===== config.mk =====
export PLATFORM = sky130hd
export DESIGN_NAME = omega_router
export DESIGN_NICKNAME = d
export VERILOG_FILES = /design/src/rtl/omega_pkg.sv /design/src/rtl/omega_switch_elem.sv /design/src/rtl/omega_stage.sv /design/src/rtl/omega_router.sv
export SDC_FILE = /design/constraint.sdc
export NUM_CORES = 1
export LEC_CHECK = 0
export ABC_AREA = 1
export ABC_CLOCK_PERIOD_IN_PS = 800
export BUFFER_PORTS_ARGS = -buffer_cell sky130_fd_sc_hd__buf_2
export CAP_MARGIN = 15
export CORE_MARGIN = 2
export CORE_UTILIZATION = 35
export DETAILED_ROUTE_END_ITERATION = 10
export GPL_TIMING_DRIVEN = 0
export PLACE_DENSITY_LB_ADDON = 0.08
export SYNTH_ARGS = -nofsm -noshare
export SYNTH_HDL_FRONTEND = slang
export SYNTH_SLANG_ARGS = --single-unit

===== constraint.sdc =====
create_clock -name clk -period 0.8 [get_ports clk]
set_clock_uncertainty 0.05 [all_clocks]
set_input_delay 0.16 -clock clk [delete_from_list [all_inputs] [get_ports clk]]
set_output_delay 0.16 -clock clk [all_outputs]
set_load 0.005 [all_outputs]

===== src/rtl/omega_pkg.sv =====
package omega_pkg;

   typedef enum logic {
      ROUTE_DEST = 1'b0,
      ROUTE_XOR  = 1'b1
   } route_mode_e;

   // Perfect shuffle: one-bit left rotation of a lane index of 'bits' bits.
   function automatic int unsigned shuffle_idx(input int unsigned idx,
                                                input int unsigned bits);
      int unsigned mask;
      mask = (32'd1 << bits) - 32'd1;
      return ((idx << 1) | (idx >> (bits - 1))) & mask;
   endfunction

endpackage


===== src/rtl/omega_switch_elem.sv =====
module omega_switch_elem
   import omega_pkg::*;
#(
   parameter int ADDR_W = 3,
   parameter int DATA_W = 16,
   parameter int BITPOS = 2
) (
   input  route_mode_e                   mode,
   input  logic [1:0]                    in_vld,
   input  logic [1:0][ADDR_W-1:0]        in_src,
   input  logic [1:0][ADDR_W-1:0]        in_dst,
   input  logic [1:0][DATA_W-1:0]        in_data,
   output logic [1:0]                    out_vld,
   output logic [1:0][ADDR_W-1:0]        out_src,
   output logic [1:0][ADDR_W-1:0]        out_dst,
   output logic [1:0][DATA_W-1:0]        out_data,
   output logic                          lose
);

   logic [1:0] tag;
   logic [1:0] req;

   // Output request per input: destination bit, or cross/straight from
   // the XOR tag relative to the input's own position.
   generate
      for (genvar i = 0; i < 2; i++) begin : g_req
         if (BITPOS < ADDR_W) begin : g_ok
            always_comb begin
               if (mode == ROUTE_XOR) begin
                  tag[i] = in_dst[i][BITPOS] ^ in_src[i][BITPOS];
                  req[i] = tag[i] ^ 1'(i);
               end else begin
                  tag[i] = in_dst[i][BITPOS];
                  req[i] = tag[i];
               end
            end
         end
      end
   endgenerate

   assign lose = in_vld[0] & in_vld[1] & (req[0] == req[1]);

   // Upper input has priority on every output.
   always_comb begin
      for (int o = 0; o < 2; o++) begin
         out_vld[o]  = 1'b0;
         out_src[o]  = '0;
         out_dst[o]  = '0;
         out_data[o] = '0;
         if (in_vld[0] && (req[0] == 1'(o))) begin
            out_vld[o]  = 1'b1;
            out_src[o]  = in_src[0];
            out_dst[o]  = in_dst[0];
            out_data[o] = in_data[0];
         end else if (in_vld[1] && (req[1] == 1'(o))) begin
            out_vld[o]  = 1'b1;
            out_src[o]  = in_src[1];
            out_dst[o]  = in_dst[1];
            out_data[o] = in_data[1];
         end
      end
   end

endmodule


===== src/rtl/omega_stage.sv =====
module omega_stage
   import omega_pkg::*;
#(
   parameter int N_PORTS = 8,
   parameter int ADDR_W  = 3,
   parameter int DATA_W  = 16,
   parameter int STAGE   = 0
) (
   input  logic                               clk,
   input  logic                               rst_n,
   input  route_mode_e                        mode,
   input  logic [N_PORTS-1:0]                 in_vld,
   input  logic [N_PORTS-1:0][ADDR_W-1:0]     in_src,
   input  logic [N_PORTS-1:0][ADDR_W-1:0]     in_dst,
   input  logic [N_PORTS-1:0][DATA_W-1:0]     in_data,
   output logic [N_PORTS-1:0]                 out_vld,
   output logic [N_PORTS-1:0][ADDR_W-1:0]     out_src,
   output logic [N_PORTS-1:0][ADDR_W-1:0]     out_dst,
   output logic [N_PORTS-1:0][DATA_W-1:0]     out_data,
   output logic [N_PORTS-1:0]                 drop_mask,
   output logic                               hit
);

   localparam int N_ELEM = N_PORTS / 2;
   localparam int BITPOS = ADDR_W - 1 - STAGE;

   logic [N_PORTS-1:0]               sh_vld;
   logic [N_PORTS-1:0][ADDR_W-1:0]   sh_src;
   logic [N_PORTS-1:0][ADDR_W-1:0]   sh_dst;
   logic [N_PORTS-1:0][DATA_W-1:0]   sh_data;
   logic [N_ELEM-1:0]                lose;

   // Perfect-shuffle wiring ahead of the switch column.
   generate
      for (genvar p = 0; p < N_PORTS; p++) begin : g_shuf
         localparam int Q = int'(shuffle_idx(p, ADDR_W));
         assign sh_vld[Q]  = in_vld[p];
         assign sh_src[Q]  = in_src[p];
         assign sh_dst[Q]  = in_dst[p];
         assign sh_data[Q] = in_data[p];
      end

      for (genvar e = 0; e < N_ELEM; e++) begin : g_elem
         omega_switch_elem #(
            .ADDR_W (ADDR_W),
            .DATA_W (DATA_W),
            .BITPOS (BITPOS)
         ) u_sw (
            .mode     (mode),
            .in_vld   (sh_vld[2*e +: 2]),
            .in_src   (sh_src[2*e +: 2]),
            .in_dst   (sh_dst[2*e +: 2]),
            .in_data  (sh_data[2*e +: 2]),
            .out_vld  (out_vld[2*e +: 2]),
            .out_src  (out_src[2*e +: 2]),
            .out_dst  (out_dst[2*e +: 2]),
            .out_data (out_data[2*e +: 2]),
            .lose     (lose[e])
         );
      end
   endgenerate

   // Discarded packet is always the lower input; flag it by source index.
   always_comb begin
      drop_mask = '0;
      for (int e = 0; e < N_ELEM; e++) begin
         if (lose[e]) drop_mask[sh_src[2*e+1]] = 1'b1;
      end
   end

   assign hit = |lose;

   // a stage neither creates nor silently loses packets.
   p_stage_conserve_r9: assert property (@(posedge clk) disable iff (!rst_n)
      ($countones(out_vld) + $countones(drop_mask)) == $countones(in_vld));

   // a discarded packet must have entered this stage valid.
   p_drop_from_live_r5: assert property (@(posedge clk) disable iff (!rst_n)
      ((drop_mask & ~in_vld_by_src(in_vld, in_src)) == '0));

   function automatic logic [N_PORTS-1:0] in_vld_by_src(
      input logic [N_PORTS-1:0]             v,
      input logic [N_PORTS-1:0][ADDR_W-1:0] s);
      logic [N_PORTS-1:0] m;
      m = '0;
      for (int i = 0; i < N_PORTS; i++) if (v[i]) m[s[i]] = 1'b1;
      return m;
   endfunction

endmodule


===== src/rtl/omega_router.sv =====
module omega_router
   import omega_pkg::*;
#(
   parameter int N_PORTS = 8,
   parameter int DATA_W  = 16,
   localparam int ADDR_W = $clog2(N_PORTS)
) (
   input  logic                        clk,
   input  logic                        rst_n,
   input  logic                        route_mode,
   input  logic [N_PORTS-1:0]          in_vld,
   input  logic [N_PORTS*ADDR_W-1:0]   in_dst,
   input  logic [N_PORTS*DATA_W-1:0]   in_data,
   output logic [N_PORTS-1:0]          out_vld,
   output logic [N_PORTS*ADDR_W-1:0]   out_src,
   output logic [N_PORTS*DATA_W-1:0]   out_data,
   output logic [N_PORTS-1:0]          drop_vec,
   output logic [ADDR_W-1:0]           stage_hit
);

   localparam int N_STAGE = ADDR_W;

   generate
      if (N_PORTS < 4 || N_PORTS > 16 || (N_PORTS & (N_PORTS - 1)) != 0) begin : g_bad_ports
         $error("omega_router: N_PORTS must be a power of two in 4..16");
      end
      if (DATA_W < 1) begin : g_bad_width
         $error("omega_router: DATA_W must be at least 1");
      end
   endgenerate

   route_mode_e mode;
   assign mode = route_mode_e'(route_mode);

   logic [N_STAGE:0][N_PORTS-1:0]               ln_vld;
   logic [N_STAGE:0][N_PORTS-1:0][ADDR_W-1:0]   ln_src;
   logic [N_STAGE:0][N_PORTS-1:0][ADDR_W-1:0]   ln_dst;
   logic [N_STAGE:0][N_PORTS-1:0][DATA_W-1:0]   ln_data;
   logic [N_STAGE-1:0][N_PORTS-1:0]             st_drop;
   logic [N_STAGE-1:0]                          st_hit;
   logic [N_PORTS-1:0]                          drop_all;

   generate
      for (genvar p = 0; p < N_PORTS; p++) begin : g_entry
         assign ln_vld[0][p]  = in_vld[p];
         assign ln_src[0][p]  = ADDR_W'(p);
         assign ln_dst[0][p]  = in_dst[p*ADDR_W +: ADDR_W];
         assign ln_data[0][p] = in_data[p*DATA_W +: DATA_W];
      end

      for (genvar k = 0; k < N_STAGE; k++) begin : g_stage
         omega_stage #(
            .N_PORTS (N_PORTS),
            .ADDR_W  (ADDR_W),
            .DATA_W  (DATA_W),
            .STAGE   (k)
         ) u_stage (
            .clk       (clk),
            .rst_n     (rst_n),
            .mode      (mode),
            .in_vld    (ln_vld[k]),
            .in_src    (ln_src[k]),
            .in_dst    (ln_dst[k]),
            .in_data   (ln_data[k]),
            .out_vld   (ln_vld[k+1]),
            .out_src   (ln_src[k+1]),
            .out_dst   (ln_dst[k+1]),
            .out_data  (ln_data[k+1]),
            .drop_mask (st_drop[k]),
            .hit       (st_hit[k])
         );
      end
   endgenerate

   always_comb begin
      drop_all = '0;
      for (int k = 0; k < N_STAGE; k++) drop_all = drop_all | st_drop[k];
   end

   always_ff @(posedge clk or negedge rst_n) begin
      if (!rst_n) begin
         out_vld   <= '0;
         out_src   <= '0;
         out_data  <= '0;
         drop_vec  <= '0;
         stage_hit <= '0;
      end else begin
         out_vld   <= ln_vld[N_STAGE];
         out_src   <= ln_src[N_STAGE];
         out_data  <= ln_data[N_STAGE];
         drop_vec  <= drop_all;
         stage_hit <= st_hit;
      end
   end

   // Marks that at least one capture edge has followed reset release.
   logic seen_q;
   always_ff @(posedge clk or negedge rst_n) begin
      if (!rst_n) seen_q <= 1'b0;
      else        seen_q <= 1'b1;
   end

   // outputs held clear during reset.
   p_reset_clear_r8: assert property (@(posedge clk)
      !rst_n |-> (out_vld == '0 && drop_vec == '0 && stage_hit == '0));

   // every valid input is delivered or dropped, once.
   p_conserve_r9: assert property (@(posedge clk) disable iff (!rst_n)
      seen_q |-> (($countones(out_vld) + $countones(drop_vec)) == $countones($past(in_vld))));

   // stage flags and dropped-source flags appear together.
   p_hit_pairs_drop_r6: assert property (@(posedge clk) disable iff (!rst_n)
      (stage_hit != '0) == (drop_vec != '0));

   generate
      for (genvar j = 0; j < N_PORTS; j++) begin : g_chk
         // fabric lane j only ever carries destination j.
         p_lane_dest_r1: assert property (@(posedge clk) disable iff (!rst_n)
            ln_vld[N_STAGE][j] |-> (ln_dst[N_STAGE][j] == ADDR_W'(j)));

         // delivered packet came from a valid input one cycle earlier,
         // addressed to this port, with its payload intact.
         p_one_cycle_r1: assert property (@(posedge clk) disable iff (!rst_n)
            (seen_q && out_vld[j]) |->
               ((1'($past(in_vld) >> out_src[j*ADDR_W +: ADDR_W]) == 1'b1) &&
                (ADDR_W'($past(in_dst) >> (out_src[j*ADDR_W +: ADDR_W] * ADDR_W)) == ADDR_W'(j)) &&
                (DATA_W'($past(in_data) >> (out_src[j*ADDR_W +: ADDR_W] * DATA_W)) ==
                 out_data[j*DATA_W +: DATA_W])));

         // a dropped source was valid on the sampled cycle.
         p_drop_valid_r5: assert property (@(posedge clk) disable iff (!rst_n)
            (seen_q && drop_vec[j]) |-> $past(in_vld[j]));
      end
   endgenerate

endmodule


* Yosys cells after proc, flatten, opt, wreduce, memory -nomap -nowiden
Index checks and enable logic that the tools add are counted.
** Word-level totals
- Flip-flop bits (word level) :: 171
- Word-level logic and storage cells :: 392
** Cells by class
- Magnitude comparators :: 16
- Eq/ne operators :: 12
- Mux-type cells :: 220
- Bitwise gates (word level) :: 80
- Reductions and logical operators :: 59
** Operator list (count)
- $mux 16 :: 48
- $mux 3 :: 48
- $mux 1 :: 88
- $mux 8 :: 9
- $or 8x8->8 :: 8
- $logic_and 1x1->1 :: 56
- $lt 3x4->1 const B :: 8
- $mux 2 :: 16
- $not 1->1 :: 32
- $and 1x1->1 :: 24
- $demux 1 s3 :: 8
- $ge 3x1->1 const B :: 8
- $xor 1x1->1 :: 16
- $eq 1x1->1 :: 12
- $reduce_or 4->1 :: 3
- $mux 7 :: 1
- $mux 6 :: 1
- $mux 5 :: 1

* Logic depth before layout (Yosys ltp)
- Depth in word-level cells :: 24
- Gate-level depth with buffers :: 14
- Depth with buffers taken out :: 14

* Cells and area by module
Synthesis repeated with hierarchy kept, for this count alone.
** Second synthesis, totals
- Cell total of the unflattened synthesis :: 2492
- Area, all modules :: 16726.0 um^2
** By module, submodules not included
- omega_switch_elem at g_stage[1].u_stage.g_elem[0].u_sw ... :: times used 8, cells an instance 171, area each 928.4 um^2
- omega_router :: times used 1, cells an instance 197, area each 4376.7 um^2
- omega_switch_elem at g_stage[0].u_stage.g_elem[0].u_sw ... :: times used 4, cells an instance 171, area each 949.7 um^2
- omega_stage at g_stage[0].u_stage :: times used 1, cells an instance 87, area each 389.1 um^2
- omega_stage at g_stage[1].u_stage :: times used 1, cells an instance 78, area each 370.4 um^2
- omega_stage at g_stage[2].u_stage :: times used 1, cells an instance 78, area each 364.1 um^2

* Worst setup path after synthesis
OpenSTA, ideal clock, no wires.
- Path type :: input to register
- From :: input in_vld[0]
- To :: register out_src[1]
- Data arrival time :: 1.438 ns
- Setup slack :: -0.822 ns
- Cell stages on the path :: 11
- Buffers on the path :: 2
- Cells stage by stage :: buf_4 -> nand2_2 -> nor2_2 -> inv_2 -> nand3_2 -> or2_1 -> nand2_1 -> nand2_2 -> nand2_4 -> buf_2 -> o32ai_1
** RTL lines
- start, declared :: RTL line omega_router.sv:11 : input logic [N_PORTS-1:0] in_vld,
- end signal, assigned :: RTL line omega_router.sv:89 : out_src <= ln_src[N_STAGE];
- end, declared :: RTL line omega_router.sv:15 : output logic [N_PORTS*ADDR_W-1:0] out_src,

* Worst setup path after layout
- From :: input in_dst[4]
- To :: register drop_vec[1]
** Between the ends
- Word-level cells in the longest chain between the ends :: 19
- Elaborated cells between the ends (all ways) :: 84
- Classes of those cells :: order compare: 8; eq/ne: 6; mux: 34; bitwise: 28; reduce/logical: 8
** RTL lines
- start, declared :: RTL line omega_router.sv:12 : input logic [N_PORTS*ADDR_W-1:0] in_dst,
- parallel branches: the longest is 18 deep, another holds $lt 3x4->1
- $or 8x8->8 (*) :: RTL line omega_router.sv:77 : for (int k = 0; k < N_STAGE; k++) drop_all = drop_all | st_drop[k];
- named net drop_all[1] :: RTL line omega_router.sv:41 : logic [N_PORTS-1:0] drop_all;
- end signal, assigned :: RTL line omega_router.sv:91 : drop_vec <= drop_all;
- end, declared :: RTL line omega_router.sv:17 : output logic [N_PORTS-1:0] drop_vec,
Mark *: on every way through the listed nets, which the timed path passes.

==> impl_metrics.py <==
metrics = {
    "status": {
        "status": "finished with violations",
        "violations": "negative hold slack, negative setup slack",
    },
    "floorplan": {
        "top_level_ports": 334,
        "design.die.area_um2": 29950,
        "die_w_um": 173.1,
        "core_area_um2": 27930,
        "start_util": 0.3581,
        "die_h_um": 173.1,
        "row_count": 61,
    },
    "timing": {
        "period_share": 1.755,
        "drv_slew": 0,
        "worstMarginPinSlew_ns": 0.5724,
        "finalSetupTns_ns": -133.96,
        "hold_viol_final": 67,
        "finalSetupViolations": 341,
        "whs_ns": -0.3930,
        "slew_headroom": 0.6184,
        "rsz0062_at_grt": "true",
        "setup_ws_ns": -0.6043,
        "period_needed_ns": 1.404,
        "fmax_mhz": 712.1,
    },
    "place": {
        "numPortBuffers": 333,
        "dpl-instance-area_um2": 12930,
        "routabilityCongestion": 0.9469,
        "place_hpwl_um": 40390,
        "place_ws_ns": -1.457,
    },
    "flow_run": {
        "maxCapViolCount": 0,
    },
    "synth": {
        "syn-num-nets": 1394,
        "synth.avg_cell_area_um2": 8.126,
        "yosysWarnings": 0,
        "post-synth-top-count-cell": "o22ai_1",
        "synth_top_area_frac": 0.4278,
        "synth_area_um2": 10000,
        "synthCells": 1231,
        "synth-main-ff-cell": "dfrtp_1",
        "async_reset_ff_frac": 1.000,
        "ys_ff_latch": 171,
        "synth_top_area_cell": "dfrtp_1",
        "yosysSeqAreaShare": 0.4278,
        "ys_top_cells_by_area": "dfrtp_1 43%, o22ai_1 11%, a22oi_1 7.4%",
        "synth_common_cells": "176 x o22ai_1, 171 x dfrtp_1, 170 x nand2_1",
        "synth_edf_count": 0,
        "ys_types": 44,
    },
    "routing": {
        "vias": 12313,
        "drc_errors": 0,
        "ant_nets": 0,
        "routed_via_density": 5.724,
        "dr.pass1.iters": 6,
        "drt-initial-drc-count": 1224,
        "route.final.wire_length_um": 54660,
        "wl_per_cell_um": 25.41,
    },
    "power_and_ir_drop": {
        "p_per_area_nw_per_um2": 1559,
        "leakage_uw": 0.008335,
        "peakVddDrop_mv": 1.266,
    },
    "grt": {
        "grt_pass1_vias": 12135,
        "grt_max_degree": 106,
        "grt_usage": 0.3454,
        "grt_pass1_wl_um": 76480,
        "overflow": 0,
        "antenna_found_initial": 8,
    },
    "worst_setup_path": {
        "criticalPathCategory": "in2reg",
        "startpoint_type": "primary input",
        "cp.required_ns": 1.08,
        "crit_slowest_cell": "nor2_4",
        "cp_data_arrival_time_ns": 1.68,
        "critical_path.max_stage_delay_ns": 0.22,
        "end_kind": "register",
        "cp_max_fo": 5,
        "crit_chain": "buf_8 > clkinvlp_4 > nor2_4 > nor2_4 > nand2_4 > buf_8 > buf_12 > nand3_1 > nand3_1 > nand2_2 > nand3_4 > nor2_1 > nor2_2 > nand2_1",
    },
    "cells_and_area": {
        "areaGrowthSynthToFinish_pct": 83.20,
        "final_area_um2": 18330,
        "final_util": 0.6561,
        "drive_above_1_share": 0.6256,
        "finish.net_count": 1918,
    },
    "clock_tree": {
        "ctsHtreeMaxLevel": 4,
        "clk_path_buf_depth": 2,
        "ctsRootBufferMaster": "clkbuf_16",
        "clkTransAtPathRegs_ns": 0.07,
        "clock-sinks": 171,
        "cts_tree": "yes",
        "cts_buffers": 17,
    },
    "worst_hold_path": {
        "worst_hold_path_type": "in2async",
    },
}
cell usage in the layout, fill, tap and decap left out, drive strengths merged:
cell type and n:
a21boi 4, a21oi 58, a22oi 99, buf 539
bufbuf 1, clkbuf 48, clkinv 7, clkinvlp 4
conb 1, dfrtp 171, diode 5, inv 168
nand2 197, nand3 72, nand4 12, nor2 120
nor3 1, nor4 1, o211ai 3, o21a 2
o21ai 46, o21bai 2, o221ai 1, o22a 15
o22ai 190, o32ai 2, or2 4
worst max-delay path: cells and delay by family:
kind                   cells  cell delay (ns)
buffers and inverters      4             0.41
and+or+nand+nor           10             1.11
how the worst max path moves through the flow:
| stage | startpoint | to | slack (ns) | cells after the start |
|---|---|---|---|---|
| 3_5_place_dp | in_vld[2] | drop_vec[7]$_DFF_PN0_ | -1.46 | 14 |
| 5_1_grt | in_dst[5] | drop_vec[1]$_DFF_PN0_ | -0.63 | 15 |
| 3_3_place_gp | rst_n | out_data[24]$_DFF_PN0_ | -3.17 | 1 |
| 6_report | in_dst[4] | drop_vec[1]$_DFF_PN0_ | -0.60 | 14 |
| 4_1_cts | in_dst[2] | out_data[87]$_DFF_PN0_ | -0.55 | 14 |
| 2_1_floorplan | in_vld[0] | drop_vec[5]$_DFF_PN0_ | -0.70 | 13 |
logic make-up (layout without fill, tap and decap cells):
kind of cell	count (synthesis)	count (layout)	synth area share
AO/OA/AOI/OAI	422	422	0.2821
AND/OR/NAND/NOR	404	407	0.1877
buffers and inverters	233	767	0.1021
flip-flops	171	171	0.4278
other	1	6	0.0003749
what timing repair did:
| action | 4_1_cts | 5_1_grt |
|---|---|---|
| pin swaps | 92 | 76 |
| hold endpoints to repair | 67 | 67 |
| gates resized for setup | 518 | 201 |
| cloned | 15 | 7 |
| endpoints found under the setup margin | 341 | 374 |
| setup buffers | 121 | 33 |
layout make-up:
class | instances | area [um^2]
tap | 378 | 473.0
timing repair buffer | 505 | 3809
buffer | 63 | 892.1
clock inverter | 12 | 103.9
multi-input combinational | 830 | 7528
sequential | 171 | 4279
clock buffer | 20 | 446.7
antenna | 5 | 12.51
fill | 2369 | 9608
inverter | 167 | 782.0
per-stage QoR:
step                total power (uW)  cells
finish                         28560   2151
global route                   29600   2149
CTS                            27060   2108
detailed placement             16200   1943
global placement               16180   1942
floorplan                      13340   1231
power breakdown:
group,total [uW],leakage [uW],switching (uW),internal [uW]
Combinational,11200,0.00575,6360,4840
Sequential,9390,0.00232,189,9200
Clock,7980,0.000261,3840,4140
Total,28600,0.00834,10400,18200
layer usage:
metal,routed length [um],up-vias,global-route usage
met1,21860,6065,0.4413
met4,2615,6,0.1578
li1,-,5450,-
met2,25740,669,0.5625
met5,40,-,0
met3,4414,123,0.07190
flip-flops by register name, summed over array words and instances (netlist names):
signal / count
drop_vec: 8
out_data: 128
out_src: 24
out_vld: 8
stage_hit: 3
(Power assumes the default switching activity.)
